**config.mk**
```make
export PLATFORM = sky130hd
export DESIGN_NAME = osd_raster_timer
export DESIGN_NICKNAME = d
export VERILOG_FILES = /design/src/rtl/osd_raster_pkg.sv /design/src/rtl/osd_raster_ctrl.sv /design/src/rtl/osd_raster_dpath.sv /design/src/rtl/osd_raster_timer.sv
export SDC_FILE = /design/constraint.sdc
export NUM_CORES = 1
export LEC_CHECK = 0
export BUFFER_PORTS_ARGS = -buffer_cell sky130_fd_sc_hd__buf_2
export CORE_MARGIN = 1.5
export CORE_UTILIZATION = 40
export DETAILED_ROUTE_END_ITERATION = 12
export PLACE_DENSITY_LB_ADDON = 0.25
export SLEW_MARGIN = 20
export SYNTH_ARGS = -nofsm -noshare
export SYNTH_HDL_FRONTEND = slang
export SYNTH_SLANG_ARGS = --single-unit
```
**constraint.sdc**
```tcl
create_clock -name clk -period 3.1 [get_ports clk]
set_clock_uncertainty 0.2 [all_clocks]
set_input_delay 0.155 -clock clk [delete_from_list [all_inputs] [get_ports clk]]
set_output_delay 0.155 -clock clk [all_outputs]
set_load 0.01 [all_outputs]
```
**src/rtl/osd_raster_pkg.sv**
```systemverilog
package osd_raster_pkg;

  localparam int CELL_W = 12;
  localparam int CELL_H = 18;
  localparam int DOT_W  = 4;
  localparam int LINE_W = 5;

  // strobes from the control side to the datapath
  typedef struct packed {
    logic hRun;    // dot counter may run this clock
    logic hEdge;   // one-clock pulse at the start of a line
    logic vClear;  // hold line counter and vertical window at zero
  } osdStrobe_t;

endpackage

```
**src/rtl/osd_raster_ctrl.sv**
```systemverilog
module osd_raster_ctrl
  import osd_raster_pkg::*;
(
  input  logic       clk,
  input  logic       rstN,
  input  logic       enable,
  input  logic       hsyncIn,
  input  logic       vsyncIn,
  input  logic       hRunHigh,
  input  logic       vClrHigh,
  output osdStrobe_t stb
);

  // [0],[1] synchronize; [2] keeps the previous synchronized level
  logic [2:0] hPipe;
  logic [1:0] vPipe;
  logic       hLvl;
  logic       hLvlPrev;
  logic       vLvl;

  always_ff @(posedge clk or negedge rstN) begin
    if (!rstN) begin
      hPipe <= '0;
      vPipe <= '0;
    end else begin
      hPipe <= {hPipe[1:0], hsyncIn};
      vPipe <= {vPipe[0], vsyncIn};
    end
  end

  // fold the polarity select into a normalized level
  assign hLvl     = hPipe[1] ~^ hRunHigh;
  assign hLvlPrev = hPipe[2] ~^ hRunHigh;
  assign vLvl     = vPipe[1] ~^ vClrHigh;

  always_comb begin
    stb.hRun   = enable & hLvl;
    stb.hEdge  = enable & hLvl & ~hLvlPrev;
    stb.vClear = ~enable | vLvl;
  end

  // a line-start pulse lasts one clock while the polarity select is steady
  assert_edge_pulse_R6: assert property (@(posedge clk) disable iff (!rstN)
    stb.hEdge |=> (!stb.hEdge || !$stable(hRunHigh)))
    else $error("line start pulse longer than one clock");

endmodule

```
**src/rtl/osd_raster_dpath.sv**
```systemverilog
module osd_raster_dpath
  import osd_raster_pkg::*;
#(
  parameter int COLS      = 16,
  parameter int ROWS      = 10,
  parameter int POS_W     = 6,
  parameter int H_CNT_W   = 12,
  parameter int V_CNT_W   = 10,
  parameter int ROW_IDX_W = (ROWS > 1) ? $clog2(ROWS) : 1
) (
  input  logic                 clk,
  input  logic                 rstN,
  input  osdStrobe_t           stb,
  input  logic [POS_W-1:0]     hStart,
  input  logic [POS_W-1:0]     vStart,
  input  logic [1:0]           rowSize,
  input  logic [1:0]           rowGap,
  output logic                 hActive,
  output logic                 vActive,
  output logic [DOT_W-1:0]     dotCol,
  output logic [LINE_W-1:0]    cellLine,
  output logic [ROW_IDX_W-1:0] charRow
);

  localparam int COL_W = (COLS > 1) ? $clog2(COLS) : 1;
  localparam logic [DOT_W-1:0]     DOT_LAST  = DOT_W'(CELL_W - 1);
  localparam logic [LINE_W-1:0]    LINE_LAST = LINE_W'(CELL_H - 1);
  localparam logic [COL_W-1:0]     COL_LAST  = COL_W'(COLS - 1);
  localparam logic [ROW_IDX_W-1:0] ROW_LAST  = ROW_IDX_W'(ROWS - 1);

  logic [H_CNT_W-1:0]   hCnt;
  logic [V_CNT_W-1:0]   vCnt;
  logic [H_CNT_W-1:0]   hStartDots;
  logic [V_CNT_W-1:0]   vStartLines;

  logic                 hActiveR;
  logic [DOT_W-1:0]     dotColR;
  logic [1:0]           hPre;
  logic [COL_W-1:0]     colIdx;

  logic                 vWin;
  logic                 vActiveR;
  logic                 inGap;
  logic [1:0]           vPre;
  logic [LINE_W-1:0]    lineR;
  logic [ROW_IDX_W-1:0] rowIdx;
  logic [3:0]           gapCnt;
  logic [1:0]           gapSelR;
  logic [1:0]           rowScaleM1;
  logic [3:0]           gapLast;

  assign hStartDots  = H_CNT_W'({hStart, 2'b00}) + H_CNT_W'(5);
  assign vStartLines = V_CNT_W'({vStart, 2'b00});
  assign gapLast     = {gapSelR, 2'b00} - 4'd1;

  // dot counter: runs during the run level, saturates at its top
  always_ff @(posedge clk or negedge rstN) begin
    if (!rstN)               hCnt <= '0;
    else if (!stb.hRun)      hCnt <= '0;
    else if (hCnt != '1)     hCnt <= hCnt + 1'b1;
  end

  // line counter: one step per line start, held by the frame sync
  always_ff @(posedge clk or negedge rstN) begin
    if (!rstN)                         vCnt <= '0;
    else if (stb.vClear)               vCnt <= '0;
    else if (stb.hEdge && vCnt != '1)  vCnt <= vCnt + 1'b1;
  end

  // horizontal window: prescaler, dot column, character column
  always_ff @(posedge clk or negedge rstN) begin
    if (!rstN) begin
      hActiveR <= 1'b0;
      dotColR  <= '0;
      hPre     <= '0;
      colIdx   <= '0;
    end else if (!stb.hRun) begin
      hActiveR <= 1'b0;
      dotColR  <= '0;
      hPre     <= '0;
      colIdx   <= '0;
    end else if (!hActiveR) begin
      if (hCnt == hStartDots) begin
        hActiveR <= 1'b1;
        dotColR  <= '0;
        hPre     <= '0;
        colIdx   <= '0;
      end
    end else if (hPre != rowScaleM1) begin
      hPre <= hPre + 2'd1;
    end else begin
      hPre <= '0;
      if (dotColR != DOT_LAST) begin
        dotColR <= dotColR + 1'b1;
      end else begin
        dotColR <= '0;
        if (colIdx == COL_LAST) hActiveR <= 1'b0;
        else                    colIdx   <= colIdx + 1'b1;
      end
    end
  end

  // vertical window: line prescaler, cell line, row index, row gap
  always_ff @(posedge clk or negedge rstN) begin
    if (!rstN) begin
      vWin       <= 1'b0;
      vActiveR   <= 1'b0;
      inGap      <= 1'b0;
      vPre       <= '0;
      lineR      <= '0;
      rowIdx     <= '0;
      gapCnt     <= '0;
      gapSelR    <= '0;
      rowScaleM1 <= '0;
    end else if (stb.vClear) begin
      vWin       <= 1'b0;
      vActiveR   <= 1'b0;
      inGap      <= 1'b0;
      vPre       <= '0;
      lineR      <= '0;
      rowIdx     <= '0;
      gapCnt     <= '0;
      gapSelR    <= '0;
      rowScaleM1 <= '0;
    end else if (stb.hEdge) begin
      if (!vWin) begin
        if (vCnt == vStartLines) begin
          vWin       <= 1'b1;
          vActiveR   <= 1'b1;
          inGap      <= 1'b0;
          vPre       <= '0;
          lineR      <= '0;
          rowIdx     <= '0;
          gapSelR    <= rowGap;
          rowScaleM1 <= rowSize;
        end
      end else if (inGap) begin
        if (gapCnt == gapLast) begin
          inGap      <= 1'b0;
          vActiveR   <= 1'b1;
          rowIdx     <= rowIdx + 1'b1;
          lineR      <= '0;
          vPre       <= '0;
          rowScaleM1 <= rowSize;
        end else begin
          gapCnt <= gapCnt + 4'd1;
        end
      end else if (vPre != rowScaleM1) begin
        vPre <= vPre + 2'd1;
      end else begin
        vPre <= '0;
        if (lineR != LINE_LAST) begin
          lineR <= lineR + 1'b1;
        end else begin
          lineR <= '0;
          if (rowIdx == ROW_LAST) begin
            vWin     <= 1'b0;
            vActiveR <= 1'b0;
            rowIdx   <= '0;
          end else if (gapSelR == 2'd0) begin
            rowIdx     <= rowIdx + 1'b1;
            rowScaleM1 <= rowSize;
          end else begin
            inGap    <= 1'b1;
            vActiveR <= 1'b0;
            gapCnt   <= '0;
          end
        end
      end
    end
  end

  assign hActive  = hActiveR;
  assign dotCol   = dotColR;
  assign vActive  = vActiveR;
  assign cellLine = vActiveR ? lineR  : '0;
  assign charRow  = vActiveR ? rowIdx : '0;

  assert_dot_range_R3: assert property (@(posedge clk) disable iff (!rstN)
    hActive |-> (dotCol < DOT_W'(CELL_W)))
    else $error("dot column out of cell");

  assert_dot_step_R3: assert property (@(posedge clk) disable iff (!rstN)
    (hActive && $past(hActive)) |->
      (dotCol == $past(dotCol) || dotCol == $past(dotCol) + 1'b1 || dotCol == '0))
    else $error("dot column skipped a value");

  assert_line_range_R7: assert property (@(posedge clk) disable iff (!rstN)
    vActive |-> (cellLine < LINE_W'(CELL_H)))
    else $error("cell line out of cell");

  assert_h_clear_R5: assert property (@(posedge clk) disable iff (!rstN)
    !stb.hRun |=> (hCnt == '0 && !hActive))
    else $error("dot counter not cleared outside run level");

  assert_v_clear_R9: assert property (@(posedge clk) disable iff (!rstN)
    stb.vClear |=> (vCnt == '0 && !vActive))
    else $error("line counter not cleared by frame sync");

  assert_gap_blank_R8: assert property (@(posedge clk) disable iff (!rstN)
    inGap |-> !vActive)
    else $error("row gap shows as active");

endmodule

```
**src/rtl/osd_raster_timer.sv**
```systemverilog
module osd_raster_timer
  import osd_raster_pkg::*;
#(
  parameter int COLS      = 16,
  parameter int ROWS      = 10,
  parameter int POS_W     = 6,
  parameter int H_CNT_W   = 12,
  parameter int V_CNT_W   = 10,
  parameter int ROW_IDX_W = (ROWS > 1) ? $clog2(ROWS) : 1
) (
  input  logic                 clk,
  input  logic                 rstN,
  input  logic                 enable,
  input  logic                 hsyncIn,
  input  logic                 vsyncIn,
  input  logic                 hRunHigh,
  input  logic                 vClrHigh,
  input  logic [POS_W-1:0]     hStart,
  input  logic [POS_W-1:0]     vStart,
  input  logic [1:0]           rowSize,
  input  logic [1:0]           rowGap,
  output logic                 hActive,
  output logic                 vActive,
  output logic [3:0]           dotCol,
  output logic [4:0]           cellLine,
  output logic [ROW_IDX_W-1:0] charRow
);

  osdStrobe_t stb;

  osd_raster_ctrl u_ctrl (
    .clk      (clk),
    .rstN     (rstN),
    .enable   (enable),
    .hsyncIn  (hsyncIn),
    .vsyncIn  (vsyncIn),
    .hRunHigh (hRunHigh),
    .vClrHigh (vClrHigh),
    .stb      (stb)
  );

  osd_raster_dpath #(
    .COLS      (COLS),
    .ROWS      (ROWS),
    .POS_W     (POS_W),
    .H_CNT_W   (H_CNT_W),
    .V_CNT_W   (V_CNT_W),
    .ROW_IDX_W (ROW_IDX_W)
  ) u_dpath (
    .clk      (clk),
    .rstN     (rstN),
    .stb      (stb),
    .hStart   (hStart),
    .vStart   (vStart),
    .rowSize  (rowSize),
    .rowGap   (rowGap),
    .hActive  (hActive),
    .vActive  (vActive),
    .dotCol   (dotCol),
    .cellLine (cellLine),
    .charRow  (charRow)
  );

  assert_disable_R11: assert property (@(posedge clk) disable iff (!rstN)
    !enable |=> (!hActive && !vActive))
    else $error("window active while disabled");

endmodule

```
==> metrics.csv <==
metric,value,unit
synthSimpleGateAreaFrac,25.74,%
avgViaCountPerCell,5.378,
postLayoutCoreUtil,47.57,%
synth_area,3801,µm²
setup_viol,0,
cts-resized-gates,0,
die_w,100.5,µm
cts-buffers-inserted,9,
grt_busiest_layer,met2,
port_buffers,37,
min_to,u_dpath.vWin$_DFFE_PN0N_,
clock_sinks,60,
cts_tree,built,
cts.path.max_buffers,2,
synth_nets,453,
row_count,35,
grt.total_usage,17.41,%
core,9240,µm²
crit_arrival,2.55,ns
syn_to_final_growth,15.64,%
synthArstFlopShare,100.0,%
fin_total_pwr,1534,µW
post-place-ws,0.6076,ns
vias,3216,
ios,38,
worstSetupStartpoint,u_dpath.lineR[1]$_DFFE_PN0P_,
required,3.15,ns
place.gp.congestion,0.8476,
worst_slew_pin_slew,0.5994,ns
wire_per_inst,13.71,µm
grt_antenna_before_repair,0,
r2r_start,u_dpath.lineR[1]$_DFFE_PN0P_,
reg2reg_slack,0.60,ns
worst_hold_path_type,in -> reg,
synth_cell_types,62,
post-route-period-util,80.57,%
dp_hpwl,5902,µm
fp.dieH,100.5,µm
drt_first_pass_iters,4,
drv_slew,0,
grt.met3_usage,3.675,%
hp-start,enable,
rsz0062_at_grt,no,
final_common_cell,dfrtp_1,
n_antenna_cell,0,
synthAdderAreaFrac,4.279,%
status,"finished, final reports clean",
grt_pass1_vias,2940,
fin_ws,0.6024,ns
die_area,10100,µm²
ant_nets,0,
synth_cells,417,
relSlewSlack,59.41,%
synth_compound_area_share,14.81,%
drt-total-wl,8198,µm
final_nets,501,
fin_setup_tns,0,ns
fmax,400.4,MHz
layout_common_cells,"dfrtp_1, nor2_1, buf_2",
clk_pin_slew,0.06,ns
synth_top_family_by_area,simple AND/OR/NAND/NOR gates,
place_area,4154,µm²
synth_top_area_share,39.50,%
grt_overflow,0,
synthXorXnorAreaFrac,8.953,%
grt_util_met2,26.43,%
holdPathStages,3,
fillCellCount,892,
end_kind,flop,
path_max_fanout,5,
synth_edf_count,0,
grt_max_degree,44,
synth_warnings,0,
grt_pass1_wl,13970,µm
synth.area.mux_share,2.930,%
p_leak,0.001852,µW
synthFlopType,dfrtp_1,
use_met1,24.45,%
clk_latency,0.34,ns
drv_cap,0,
layout_min_cycle_time,2.498,ns
design_area,4395,µm²
drive_gt1_share,15.35,%
r2r_end,u_dpath.gapCnt[2]$_DFFE_PN0P_,
criticalPathCategory,reg -> reg,
hold_viol,0,
ys_ff_latch,60,
reg2regPathDepth,7,
drtIter0Drc,105,
ir_drop,0.1843,mV
clockRootBuffer,clkbuf_8,
initial_utilization,41.14,%
drc,0,
p_per_area,349.1,nW/µm²
critPathLaunchType,flop,
htreeDepth,3,
ys_seq_area_share,39.50,%
avgSynthCellArea,9.115,µm²
synth_area_leader_cell,dfrtp_1,
synth_area_leaders,"dfrtp_1, xor2_1, ha_1",
## stage by stage
stage | hold slack, ns | instances
2_1_floorplan | -0.3406 | 417
3_3_place_gp | 0.06743 | 576
3_5_place_dp | 0.06759 | 576
4_1_cts | 0.08266 | 598
5_1_grt | 0.1082 | 598
6_report | 0.09089 | 598
## metal layers
metal | routed length, µm | part of all wire (%)
met1 | 4105 | 50
met2 | 3702 | 45
met3 | 245 | 3.0
met4 | 145 | 1.8
met5 | 0 | 0
## flip-flops by register name (all words and copies together), names as in the netlist
signal and cells:
u_dpath.dotCol 4, u_dpath.hActive 1, u_ctrl.hPipe 3, u_dpath.vActive 1, u_dpath.rowScaleM1 2, u_dpath.hCnt 12
u_dpath.gapCnt 4, u_dpath.rowIdx 4, u_dpath.vCnt 10, u_ctrl.vPipe 2, u_dpath.inGap 1, u_dpath.lineR 5
u_dpath.gapSelR 2, u_dpath.hPre 2, u_dpath.vWin 1, u_dpath.vPre 2, u_dpath.colIdx 4
## area by class of cell
cell class / count / area (µm²) / area share, %
Multi-Input combinational cell: 319 / 2156 / 49.05
Sequential cell: 60 / 1501 / 34.16
Timing Repair Buffer: 53 / 325.3 / 7.401
Tap cell: 129 / 161.4 / 3.672
Clock buffer: 13 / 158.9 / 3.615
Inverter: 22 / 82.58 / 1.879
Clock inverter: 2 / 10.01 / 0.2277
## logic make-up (layout without fill, tap and decap cells)
kind of cell               count (synthesis)  in the layout
AOI/OAI and AO/OA                         78             78
xor gates and xnor gates                  38             38
adders and majority gates                 13             13
buffers and inverters                     38             90
DFF                                       60             60
muxes                                     11             11
and+or+nand+nor                          179            179
## power breakdown
part	internal, µW	total [µW]	leakage (µW)	switching, µW
registers	789	793	0.000826	4.71
logic	43.4	119	0.000936	75.8
clock network	327	622	0.0000893	294
total	1160	1530	0.00185	375
## synthesized netlist by cell type (12+ instances only)
master / instances
nand2_1: 29
nand4_1: 13
nor3_1: 12
dfrtp_1: 60
xnor2_1: 17
xor2_1: 20
inv_1: 22
and2_1: 12
ha_1: 13
nor2_1: 42
clkbuf_1: 15
nand3_1: 27
## repair_timing
item | 4_1_cts | 5_1_grt
setup buffers | 0 | 0
hold endpoints to repair | 47 | 0
hold buffers | 7 | 0
## worst max-delay path by stage
stage / slack, ns / end / cells after the start
2_1_floorplan: 0.76 / u_dpath.gapCnt[2]$_DFFE_PN0P_ / 7
3_3_place_gp: 0.68 / u_dpath.gapCnt[2]$_DFFE_PN0P_ / 7
3_5_place_dp: 0.61 / u_dpath.gapCnt[2]$_DFFE_PN0P_ / 7
4_1_cts: 0.60 / u_dpath.gapCnt[2]$_DFFE_PN0P_ / 7
5_1_grt: 0.45 / u_dpath.gapCnt[2]$_DFFE_PN0P_ / 7
6_report: 0.60 / u_dpath.gapCnt[2]$_DFFE_PN0P_ / 7
## critical path, cell delays in order (launching register included)
cell and delay [ns]:
dfrtp_1 0.42, inv_1 0.08, ha_1 0.19, nand4bb_4 0.14
or3_4 0.43, o31a_1 0.31, or4_1 0.47, a31oi_1 0.17
No activity file was read; power rests on OpenSTA's default activity.
